[src/rtl/upd_timer_pkg.sv]
package upd_timer_pkg;

  localparam int unsigned ADDR_W = 8;

  // byte offsets; software relies on these
  localparam logic [ADDR_W-1:0] OFS_CTRL  = 8'h00;
  localparam logic [ADDR_W-1:0] OFS_IEN   = 8'h0C;
  localparam logic [ADDR_W-1:0] OFS_STAT  = 8'h10;
  localparam logic [ADDR_W-1:0] OFS_EVGEN = 8'h14;
  localparam logic [ADDR_W-1:0] OFS_CNT   = 8'h24;
  localparam logic [ADDR_W-1:0] OFS_PSC   = 8'h28;
  localparam logic [ADDR_W-1:0] OFS_ARR   = 8'h2C;

  localparam int unsigned RUN_BIT   = 0;
  localparam int unsigned SRC_BIT   = 2;
  localparam int unsigned IRQE_BIT  = 0;
  localparam int unsigned DMAE_BIT  = 8;
  localparam int unsigned FLAG_BIT  = 0;
  localparam int unsigned FORCE_BIT = 0;

  typedef struct packed {
    logic ovf_only;
    logic run;
  } ctrl_t;

  typedef struct packed {
    logic dma_en;
    logic irq_en;
  } ien_t;

endpackage

[src/rtl/upd_timer_prescaler.sv]
module upd_timer_prescaler #(
  parameter int unsigned PSC_W = 16
) (
  input  logic             clk_i,
  input  logic             rst_ni,
  input  logic             run_i,
  input  logic             force_i,
  input  logic             ovf_i,
  input  logic [PSC_W-1:0] psc_pre_i,
  output logic             tick_o
);

  logic [PSC_W-1:0] div_q;
  logic [PSC_W-1:0] psc_act_q;

  assign tick_o = run_i && (div_q == psc_act_q);

  always_ff @(posedge clk_i or negedge rst_ni) begin
    if (!rst_ni) begin
      div_q <= '0;
    end else if (force_i) begin
      div_q <= '0;
    end else if (run_i) begin
      div_q <= tick_o ? '0 : div_q + 1'b1;
    end
  end

  // active divider loads only on an update
  always_ff @(posedge clk_i or negedge rst_ni) begin
    if (!rst_ni) begin
      psc_act_q <= '0;
    end else if (force_i || ovf_i) begin
      psc_act_q <= psc_pre_i;
    end
  end

  p_div_bound_r2: assert property (@(posedge clk_i) disable iff (!rst_ni)
    div_q <= psc_act_q);

  p_div_hold_r2: assert property (@(posedge clk_i) disable iff (!rst_ni)
    !run_i && !force_i |=> $stable(div_q));

  p_psc_load_r4: assert property (@(posedge clk_i) disable iff (!rst_ni)
    !$stable(psc_act_q) |-> $past(force_i || ovf_i));

endmodule

[src/rtl/upd_timer_counter.sv]
module upd_timer_counter #(
  parameter int unsigned             CNT_W   = 16,
  parameter logic [CNT_W-1:0]        ARR_RST = '1
) (
  input  logic             clk_i,
  input  logic             rst_ni,
  input  logic             tick_i,
  input  logic             force_i,
  input  logic [CNT_W-1:0] arr_pre_i,
  output logic [CNT_W-1:0] cnt_o,
  output logic             ovf_o
);

  logic [CNT_W-1:0] cnt_q;
  logic [CNT_W-1:0] arr_act_q;

  assign ovf_o = tick_i && (cnt_q == arr_act_q);
  assign cnt_o = cnt_q;

  always_ff @(posedge clk_i or negedge rst_ni) begin
    if (!rst_ni) begin
      cnt_q <= '0;
    end else if (force_i) begin
      cnt_q <= '0;
    end else if (tick_i) begin
      cnt_q <= ovf_o ? '0 : cnt_q + 1'b1;
    end
  end

  always_ff @(posedge clk_i or negedge rst_ni) begin
    if (!rst_ni) begin
      arr_act_q <= ARR_RST;
    end else if (force_i || ovf_o) begin
      arr_act_q <= arr_pre_i;
    end
  end

  p_wrap_r3: assert property (@(posedge clk_i) disable iff (!rst_ni)
    ovf_o |=> cnt_q == '0);

  p_step_r2: assert property (@(posedge clk_i) disable iff (!rst_ni)
    tick_i && !ovf_o && !force_i |=> cnt_q == $past(cnt_q) + 1'b1);

  p_hold_r2: assert property (@(posedge clk_i) disable iff (!rst_ni)
    !tick_i && !force_i |=> $stable(cnt_q));

  p_force_clear_r5: assert property (@(posedge clk_i) disable iff (!rst_ni)
    force_i |=> cnt_q == '0);

  p_arr_load_r4: assert property (@(posedge clk_i) disable iff (!rst_ni)
    !$stable(arr_act_q) |-> $past(force_i || ovf_o));

endmodule

[src/rtl/upd_timer_regs.sv]
module upd_timer_regs
  import upd_timer_pkg::*;
#(
  parameter int unsigned      CNT_W   = 16,
  parameter int unsigned      PSC_W   = 16,
  parameter int unsigned      DATA_W  = 32,
  parameter logic [CNT_W-1:0] ARR_RST = '1
) (
  input  logic              clk_i,
  input  logic              rst_ni,
  input  logic              bus_we_i,
  input  logic [ADDR_W-1:0] bus_addr_i,
  input  logic [DATA_W-1:0] bus_wdata_i,
  output logic [DATA_W-1:0] bus_rdata_o,
  input  logic              ovf_i,
  input  logic [CNT_W-1:0]  cnt_i,
  output logic              run_o,
  output logic              force_o,
  output logic [PSC_W-1:0]  psc_pre_o,
  output logic [CNT_W-1:0]  arr_pre_o,
  output logic              irq_o,
  output logic              dma_req_o
);

  localparam int unsigned MIRROR_BIT = DATA_W - 1;

  ctrl_t            ctrl_q;
  ien_t             ien_q;
  logic             flag_q;
  logic             dma_q;
  logic [PSC_W-1:0] psc_pre_q;
  logic [CNT_W-1:0] arr_pre_q;

  logic wr_ctrl, wr_ien, wr_stat, wr_evgen, wr_psc, wr_arr;
  logic flag_set, flag_clr;
  logic unused_wdata;

  assign wr_ctrl  = bus_we_i && (bus_addr_i == OFS_CTRL);
  assign wr_ien   = bus_we_i && (bus_addr_i == OFS_IEN);
  assign wr_stat  = bus_we_i && (bus_addr_i == OFS_STAT);
  assign wr_evgen = bus_we_i && (bus_addr_i == OFS_EVGEN);
  assign wr_psc   = bus_we_i && (bus_addr_i == OFS_PSC);
  assign wr_arr   = bus_we_i && (bus_addr_i == OFS_ARR);

  assign unused_wdata = ^bus_wdata_i;

  assign force_o  = wr_evgen && bus_wdata_i[FORCE_BIT];
  assign flag_set = ovf_i || (force_o && !ctrl_q.ovf_only);
  assign flag_clr = wr_stat && !bus_wdata_i[FLAG_BIT];

  always_ff @(posedge clk_i or negedge rst_ni) begin
    if (!rst_ni) begin
      ctrl_q <= '0;
      ien_q  <= '0;
    end else begin
      if (wr_ctrl) begin
        ctrl_q.run      <= bus_wdata_i[RUN_BIT];
        ctrl_q.ovf_only <= bus_wdata_i[SRC_BIT];
      end
      if (wr_ien) begin
        ien_q.irq_en <= bus_wdata_i[IRQE_BIT];
        ien_q.dma_en <= bus_wdata_i[DMAE_BIT];
      end
    end
  end

  always_ff @(posedge clk_i or negedge rst_ni) begin
    if (!rst_ni) begin
      psc_pre_q <= '0;
      arr_pre_q <= ARR_RST;
    end else begin
      if (wr_psc) psc_pre_q <= bus_wdata_i[PSC_W-1:0];
      if (wr_arr) arr_pre_q <= bus_wdata_i[CNT_W-1:0];
    end
  end

  // set beats a same-cycle clear
  always_ff @(posedge clk_i or negedge rst_ni) begin
    if (!rst_ni) begin
      flag_q <= 1'b0;
      dma_q  <= 1'b0;
    end else begin
      if (flag_set)      flag_q <= 1'b1;
      else if (flag_clr) flag_q <= 1'b0;
      dma_q <= flag_set && ien_q.dma_en;
    end
  end

  assign run_o     = ctrl_q.run;
  assign psc_pre_o = psc_pre_q;
  assign arr_pre_o = arr_pre_q;
  assign irq_o     = flag_q && ien_q.irq_en;
  assign dma_req_o = dma_q;

  always_comb begin
    bus_rdata_o = '0;
    case (bus_addr_i)
      OFS_CTRL: begin
        bus_rdata_o[RUN_BIT] = ctrl_q.run;
        bus_rdata_o[SRC_BIT] = ctrl_q.ovf_only;
      end
      OFS_IEN: begin
        bus_rdata_o[IRQE_BIT] = ien_q.irq_en;
        bus_rdata_o[DMAE_BIT] = ien_q.dma_en;
      end
      OFS_STAT: bus_rdata_o[FLAG_BIT] = flag_q;
      OFS_CNT: begin
        bus_rdata_o[CNT_W-1:0] = cnt_i;
        bus_rdata_o[MIRROR_BIT] = flag_q;
      end
      OFS_PSC: bus_rdata_o[PSC_W-1:0] = psc_pre_q;
      OFS_ARR: bus_rdata_o[CNT_W-1:0] = arr_pre_q;
      default: bus_rdata_o = '0;
    endcase
  end

  p_flag_hold_r7: assert property (@(posedge clk_i) disable iff (!rst_ni)
    flag_q && !flag_clr |=> flag_q);

  p_ovf_flag_r3: assert property (@(posedge clk_i) disable iff (!rst_ni)
    ovf_i |=> flag_q);

  p_src_gate_r6: assert property (@(posedge clk_i) disable iff (!rst_ni)
    force_o && ctrl_q.ovf_only && !ovf_i && !flag_q |=> !flag_q && !dma_q);

  p_dma_gate_r9: assert property (@(posedge clk_i) disable iff (!rst_ni)
    dma_q |-> $past(ien_q.dma_en));

endmodule

[src/rtl/upd_timer.sv]
module upd_timer
  import upd_timer_pkg::*;
#(
  parameter int unsigned      CNT_W   = 16,
  parameter int unsigned      PSC_W   = 16,
  parameter int unsigned      DATA_W  = 32,
  parameter logic [CNT_W-1:0] ARR_RST = '1
) (
  input  logic              clk_i,
  input  logic              rst_ni,
  input  logic              bus_we_i,
  input  logic [ADDR_W-1:0] bus_addr_i,
  input  logic [DATA_W-1:0] bus_wdata_i,
  output logic [DATA_W-1:0] bus_rdata_o,
  output logic              irq_o,
  output logic              dma_req_o
);

  logic             run, force_upd, tick, ovf;
  logic [PSC_W-1:0] psc_pre;
  logic [CNT_W-1:0] arr_pre;
  logic [CNT_W-1:0] cnt;

  upd_timer_regs #(
    .CNT_W(CNT_W), .PSC_W(PSC_W), .DATA_W(DATA_W), .ARR_RST(ARR_RST)
  ) u_regs (
    .clk_i      (clk_i),
    .rst_ni     (rst_ni),
    .bus_we_i   (bus_we_i),
    .bus_addr_i (bus_addr_i),
    .bus_wdata_i(bus_wdata_i),
    .bus_rdata_o(bus_rdata_o),
    .ovf_i      (ovf),
    .cnt_i      (cnt),
    .run_o      (run),
    .force_o    (force_upd),
    .psc_pre_o  (psc_pre),
    .arr_pre_o  (arr_pre),
    .irq_o      (irq_o),
    .dma_req_o  (dma_req_o)
  );

  upd_timer_prescaler #(.PSC_W(PSC_W)) u_psc (
    .clk_i    (clk_i),
    .rst_ni   (rst_ni),
    .run_i    (run),
    .force_i  (force_upd),
    .ovf_i    (ovf),
    .psc_pre_i(psc_pre),
    .tick_o   (tick)
  );

  upd_timer_counter #(.CNT_W(CNT_W), .ARR_RST(ARR_RST)) u_cnt (
    .clk_i    (clk_i),
    .rst_ni   (rst_ni),
    .tick_i   (tick),
    .force_i  (force_upd),
    .arr_pre_i(arr_pre),
    .cnt_o    (cnt),
    .ovf_o    (ovf)
  );

  p_irq_needs_flag_r8: assert property (@(posedge clk_i) disable iff (!rst_ni)
    $rose(irq_o) |-> $past(ovf || force_upd || bus_we_i));

endmodule

[config.mk]
export PLATFORM = sky130hd
export DESIGN_NAME = upd_timer
export DESIGN_NICKNAME = d
export VERILOG_FILES = /design/src/rtl/upd_timer_pkg.sv /design/src/rtl/upd_timer_prescaler.sv /design/src/rtl/upd_timer_counter.sv /design/src/rtl/upd_timer_regs.sv /design/src/rtl/upd_timer.sv
export SDC_FILE = /design/constraint.sdc
export NUM_CORES = 1
export LEC_CHECK = 0
export ABC_AREA = 1
export BUFFER_PORTS_ARGS = -buffer_cell sky130_fd_sc_hd__buf_2
export CORE_MARGIN = 3
export CORE_UTILIZATION = 50
export CTS_BUF_LIST = sky130_fd_sc_hd__clkbuf_8 sky130_fd_sc_hd__clkbuf_16
export DETAILED_ROUTE_END_ITERATION = 8
export GPL_ROUTABILITY_DRIVEN = 0
export PLACE_DENSITY = 0.73
export REMOVE_ABC_BUFFERS = 1
export SKIP_LAST_GASP = 1
export SLEW_MARGIN = 40
export SYNTH_ARGS = -nofsm -noshare
export SYNTH_HDL_FRONTEND = slang
export SYNTH_SLANG_ARGS = --single-unit
[constraint.sdc]
create_clock -name clk_i -period 2.7 [get_ports clk_i]
set_input_delay 0 -clock clk_i [delete_from_list [all_inputs] [get_ports clk_i]]
set_output_delay 0 -clock clk_i [all_outputs]
set_load 0.02 [all_outputs]
# ---- After elaboration in Yosys (flattened, before gate mapping)
# Index checks and enable logic that the tools add are counted.
dict set report totals {
  reg_bits 102
  inputBits 43
  wordCells 58
}
dict set report op_classes {
  n_addsub 2
  n_eq_ne 8
  muxes 15
  n_reduce_logical 21
}
# cell count
set ops {}
lappend ops {{two-way mux 16 bit} 6}
lappend ops {{adder 16 x 1 -> 16 bit (second input constant)} 2}
lappend ops {{== test 16 bit} 2}
lappend ops {{== test 8 x 6 -> 1 bit (second input constant)} 3}
lappend ops {{one-hot mux 7 bit (3 select lines)} 1}
lappend ops {{== test 8 x 5 -> 1 bit (second input constant)} 2}
lappend ops {{one-hot mux 5 bit (3 select lines)} 1}
lappend ops {{logical AND 1 bit} 13}
lappend ops {{== test 8 x 4 -> 1 bit (second input constant)} 1}
lappend ops {{logical NOT 8 bit} 1}
lappend ops {{one-hot mux 1 bit (4 select lines)} 2}
lappend ops {{one-hot mux 1 bit (6 select lines)} 1}
lappend ops {{nonzero test 2 bit} 3}
lappend ops {{two-way mux 1 bit} 3}
lappend ops {{one-hot mux 1 bit (3 select lines)} 1}
lappend ops {{logical NOT 1 bit} 2}
lappend ops {{logical OR 1 bit} 2}

# ---- Logic depth before layout (Yosys ltp)
dict set report logic_depth {
  depth_word 6
  depth_mapped 13
  mapped_depth_nobuf 11
}

# ---- Modules after synthesis
# From an unflattened synthesis, not the netlist that was laid out.
dict set report unflattened {
  cells_unflattened 836
  hier_area_um2 6023.3
}
# module n_inst cells_per_inst area_each_um2
set by_module_without_submodules {}
lappend by_module_without_submodules {upd_timer_regs 1 287 2198.4}
lappend by_module_without_submodules {upd_timer_prescaler 1 282 1924.3}
lappend by_module_without_submodules {upd_timer_counter 1 267 1900.6}

# ---- Worst setup path before layout
# No wires, ideal clock.
dict set report synth_path {
  path_kind {register to register}
  start {register u_cnt.arr_act_q[7]}
  end {register u_psc.psc_act_q[10]}
  setup_time_ps 117
  arrival_ps 1438
  required_ps 2583
  setup_slack_ps 1145
  path_stages_with_launch 13
  n_path_buf 1
  synth_period_minus_slack_ps 1555
  cell_sequence {dfstp_2 inv_1 nand2_1 nand2_1 nor2_1 nand2_1 nor2_4 nand2_4 inv_1 nand2_4 buf_6 nand3_1 nand2_1}
}
dict set report synth_between {
  elab_chain_len 3
}
# item line_no
set synth_lines {}
lappend synth_lines {{start, declared} upd_timer_counter.sv:15} ;# logic [CNT_W-1:0] arr_act_q;
lappend synth_lines {{start signal, assigned} upd_timer_counter.sv:34} ;# arr_act_q <= arr_pre_i;
lappend synth_lines {{== test 16 bit} upd_timer_counter.sv:17} ;# assign ovf_o = tick_i && (cnt_q == arr_act_q);
lappend synth_lines {{logical AND 1 bit} upd_timer_counter.sv:17}
lappend synth_lines {{logical OR 1 bit} upd_timer_prescaler.sv:32} ;# end else if (force_i || ovf_i) begin
lappend synth_lines {{end signal, assigned} upd_timer_prescaler.sv:33} ;# psc_act_q <= psc_pre_i;
lappend synth_lines {{end, declared} upd_timer_prescaler.sv:14} ;# logic [PSC_W-1:0] psc_act_q;
# No other way between the ends.
# A chain may end at the register's enable or synchronous reset.

# ---- Worst setup path in the final report
dict set report layout_path {
  start {register u_psc.div_q[5]}
  end {register u_cnt.cnt_q[15], in the netlist u_cnt.cnt_o[15]}
}
dict set report layout_between {
  elab_chain_len 6
  word_cells_on_any_way 7
  cone_classes {eq/ne (1); mux (3); reduce/logical (3)}
}
# item line_no
set layout_lines {}
lappend layout_lines {{start, declared} upd_timer_prescaler.sv:13} ;# logic [PSC_W-1:0] div_q;
lappend layout_lines {{start signal, assigned} upd_timer_prescaler.sv:24} ;# div_q <= tick_o ? '0 : div_q + 1'b1;
lappend layout_lines {{== test 16 bit (*)} upd_timer_prescaler.sv:16} ;# assign tick_o = run_i && (div_q == psc_act_q);
lappend layout_lines {{logical AND 1 bit (*)} upd_timer_prescaler.sv:16}
lappend layout_lines {{logical AND 1 bit} upd_timer_counter.sv:17}
lappend layout_lines {{two-way mux 16 bit} upd_timer_counter.sv:26} ;# cnt_q <= ovf_o ? '0 : cnt_q + 1'b1;
lappend layout_lines {{two-way mux 16 bit} upd_timer_counter.sv:25} ;# end else if (tick_i) begin
lappend layout_lines {{two-way mux 16 bit} upd_timer_counter.sv:23} ;# end else if (force_i) begin
lappend layout_lines {{end signal, assigned} upd_timer_counter.sv:26}
lappend layout_lines {{end, declared} upd_timer_counter.sv:14} ;# logic [CNT_W-1:0] cnt_q;
# Every way passes the cells marked *; elsewhere a longest branch is shown, timed or not. The select of a mux whose other input is x is not followed.

==> summary.md <==
| Metric | Value |
|---|---|
| Reg power frac | 44.9% |
| Leak | 0.003519 µW |
| Worst-Margin Slew | 0.6925 ns |
| Die Wd | 117.1 µm |
| CP Capture Type | register |
| Commonest non-fill, non-tap cell in the layout | nand2_1 |
| N_diodes | 0 |
| Setup violations, final | 0 |
| Site Rows | 39 |
| Fin crit period | 2.035 ns |
| Smallest hold slack | 0.01886 ns |
| Final Max Slew Viols | 0 |
| Setup TNS | 0 ns |
| Synth warn | 0 |
| Clock root buffer | clkbuf_16 |
| Ports | 77 |
| Vias per std cell | 5.104 |
| Switching power | 1208 µW |
| Sequential share of the synthesized area | 41.99% |
| Post_cts resized | 0 |
| DP HPWL | 10930 µm |
| Final hold vios | 0 |
| Post-route antenna net violation count | 0 |
| Wirelength, routed | 15280 µm |
| Post-route clock period utilization | 75.36% |
| Seq cells post-synth | 102 |
| Net Sw Frac | 31.62% |
| Mapped cell area | 0.006175 mm² |
| Pin count of the biggest net entering global routing | 53 |
| Max H-tree Level | 3 |
| Outcome | finished, final reports clean |
| Clock power share | 36.2% |
| Drt first pass iters | 5 |
| CORE AREA | 0.01176 mm² |
| Worst EP required | 2.95 ns |
| Startpoint type of the worst setup path | register |
| CTS Sinks | 102 |
| Worst-Skew Late Latency | 0.36 ns |
| First-pass GRT wire length | 25430 µm |
| Gate power share | 18.9% |
| Max IR drop VDD | 423.0 µV |
| CTS buffer count | 9 |
| Setup CP Type | register to register |
| CTS tree | done |
| Slew HR | 53.84% |
| Worst-path clk slew | 0.07 ns |
| Syn_area_per_cell | 7.089 µm² |
| Max_cap viols | 0 |
| Post-DR wirelength/cell | 14.00 µm |
| Post-layout nets | 967 |
| Initial antenna violation count | 0 |
| Placed Instances | 1059 |
| Fmax | 491.5 MHz |
| Syn Inst Count | 871 |
| Longest Clk Path Bufs | 2 |
| Synth-to-Final Area Change | 12.02% |
| Iteration-0 DRC Markers | 478 |
| Synth cell types | 37 |
| RSZ-0062 raised after global routing | false |
| CP max FO | 15 |
| Fillers | 1118 |
| Non-filler cells, final | 1091 |
| Drc violations | 0 |
| Share of cells above drive strength 1 | 14.78% |
| Initial Util | 52.51% |
| Power Internal | 2613 µW |
| # port buffers | 45 |
| Die area | 0.01372 mm² |
| Grt total ovfl | 0 |
| PwrDens | 552.5 mW/mm² |
| Vias | 5568 |
| Vias in the first global route | 5314 |
| HP Class | input pin to register |
| Overall routing resource usage | 23.74% |
| Worst EP arrival | 2.29 ns |
| Die height | 117.1 µm |
| Most frequent cells in the layout | 324 x nand2_1, 100 x inv_1, 70 x dfrtp_1, 68 x nand3_1, 64 x nor2_1 |
| Worst Skew | 0.009575 ns |
## synthesized netlist by cell type (all sizes together)
cell type / count / area share (%)
clkinv: 1 / 0.061
nor3: 16 / 1.6
buf: 33 / 4.1
or2: 1 / 0.10
dfstp: 32 / 14
o211ai: 14 / 1.7
o2111ai: 2 / 0.28
conb: 1 / 0.061
o21ai: 44 / 3.7
and2: 1 / 0.10
nand2: 331 / 21
dfrtp: 70 / 28
clkbuf: 12 / 0.91
nand3: 72 / 6.2
and3: 1 / 0.10
o22ai: 1 / 0.10
inv: 113 / 6.9
ha: 2 / 0.41
nand4: 31 / 3.1
nor2: 70 / 4.8
xor2: 22 / 3.1
nor3b: 1 / 0.12
## metal layers
metal	up-vias	GRT usage, %	wire [µm]	part of all wire, %
li1	2811	-	-	-
met1	2576	32.26	7020	46
met2	155	38.72	7225	47
met3	26	4.524	756	4.9
met4	0	7.187	276	1.8
met5	-	0	0	0
## power groups by stage
stage	registers (µW)	logic (µW)	clock network (µW)
2_1_floorplan	1720	510	0
3_3_place_gp	1740	690	0
3_5_place_dp	1740	701	0
4_1_cts	1710	721	1410
5_1_grt	1730	809	1480
6_report	1720	721	1380
## metrics by stage
step	total power (µW)	area [µm²]	setup slack (ns)	util, %
after global routing	4018	6917	0.4673	58.81
final	3821	6917	0.6653	58.81
after detailed placement	2443	6440	0.7271	54.76
after CTS	3845	6917	0.7157	58.81
after global placement	2431	6440	0.7181	54.76
after floorplan	2225	5919	0.9182	-
## cell type report
type	instances	area [µm²]	area share (%)
Multi-Input combinational cell	624	2899	41.91
Clock buffer	10	239.0	3.455
Inverter	114	427.9	6.187
Sequential cell	102	2592	37.48
Tap cell	164	205.2	2.967
Clock inverter	6	77.57	1.122
Timing Repair Buffer	71	475.5	6.874
## cell families after synthesis
logic type | count (synthesis) | share of synthesized area (%)
adders and majority gates | 2 | 0.4052
and+or+nand+nor | 524 | 36.68
buffers and inverters | 159 | 11.91
xor gates and xnor gates | 22 | 3.120
AOI/OAI and AO/OA | 61 | 5.836
DFF | 102 | 41.99
other | 1 | 0.06073
## repair_timing
item | 4_1_cts | 5_1_grt
setup buffers | 0 | 0
endpoints found under the hold margin | 66 | 0
hold buffers | 16 | 0
## path summary, 6_finish.rpt
| path | startpoint | slack, ns | to | cells after the start |
|---|---|---|---|---|
| max in group asynchronous | rst_ni | 1.73 | u_regs.arr_pre_o[15]$_DFFE_PN1P_ | 3 |
| min in group asynchronous | rst_ni | 0.23 | u_psc.div_q[2]$_DFFE_PN0P_ | 2 |
| setup / recovery | u_psc.div_q[5]$_DFFE_PN0P_ | 0.67 | u_cnt.cnt_o[15]$_DFFE_PN0P_ | 11 |
| setup reg to reg | u_psc.div_q[5]$_DFFE_PN0P_ | 0.67 | u_cnt.cnt_o[15]$_DFFE_PN0P_ | 11 |
| hold / removal | bus_wdata_i[0] | 0.02 | u_regs.arr_pre_o[0]$_DFFE_PN1P_ | 3 |
| hold reg to reg | u_regs.arr_pre_o[4]$_DFFE_PN1P_ | 0.47 | u_cnt.arr_act_q[4]$_DFFE_PN1P_ | 2 |
## state kept, by name, indices dropped and copies added (netlist names), 2 cells and up
register          count
u_regs.arr_pre_o     16
u_cnt.cnt_o          16
u_regs.psc_pre_o     16
u_psc.div_q          16
u_regs.ien_q          2
u_cnt.arr_act_q      16
u_psc.psc_act_q      16
## critical path, stage by stage, from the launching register on
cell and delay, ns:
dfrtp_1 0.49, inv_1 0.07, nand2_1 0.11, nand2_1 0.07, nor2_1 0.08, nand2_1 0.06
nor2_1 0.15, nand2_1 0.16, nor2_4 0.36, inv_2 0.21, nand3_1 0.11, nand2_1 0.06
Power figures use the tool's default switching activity.
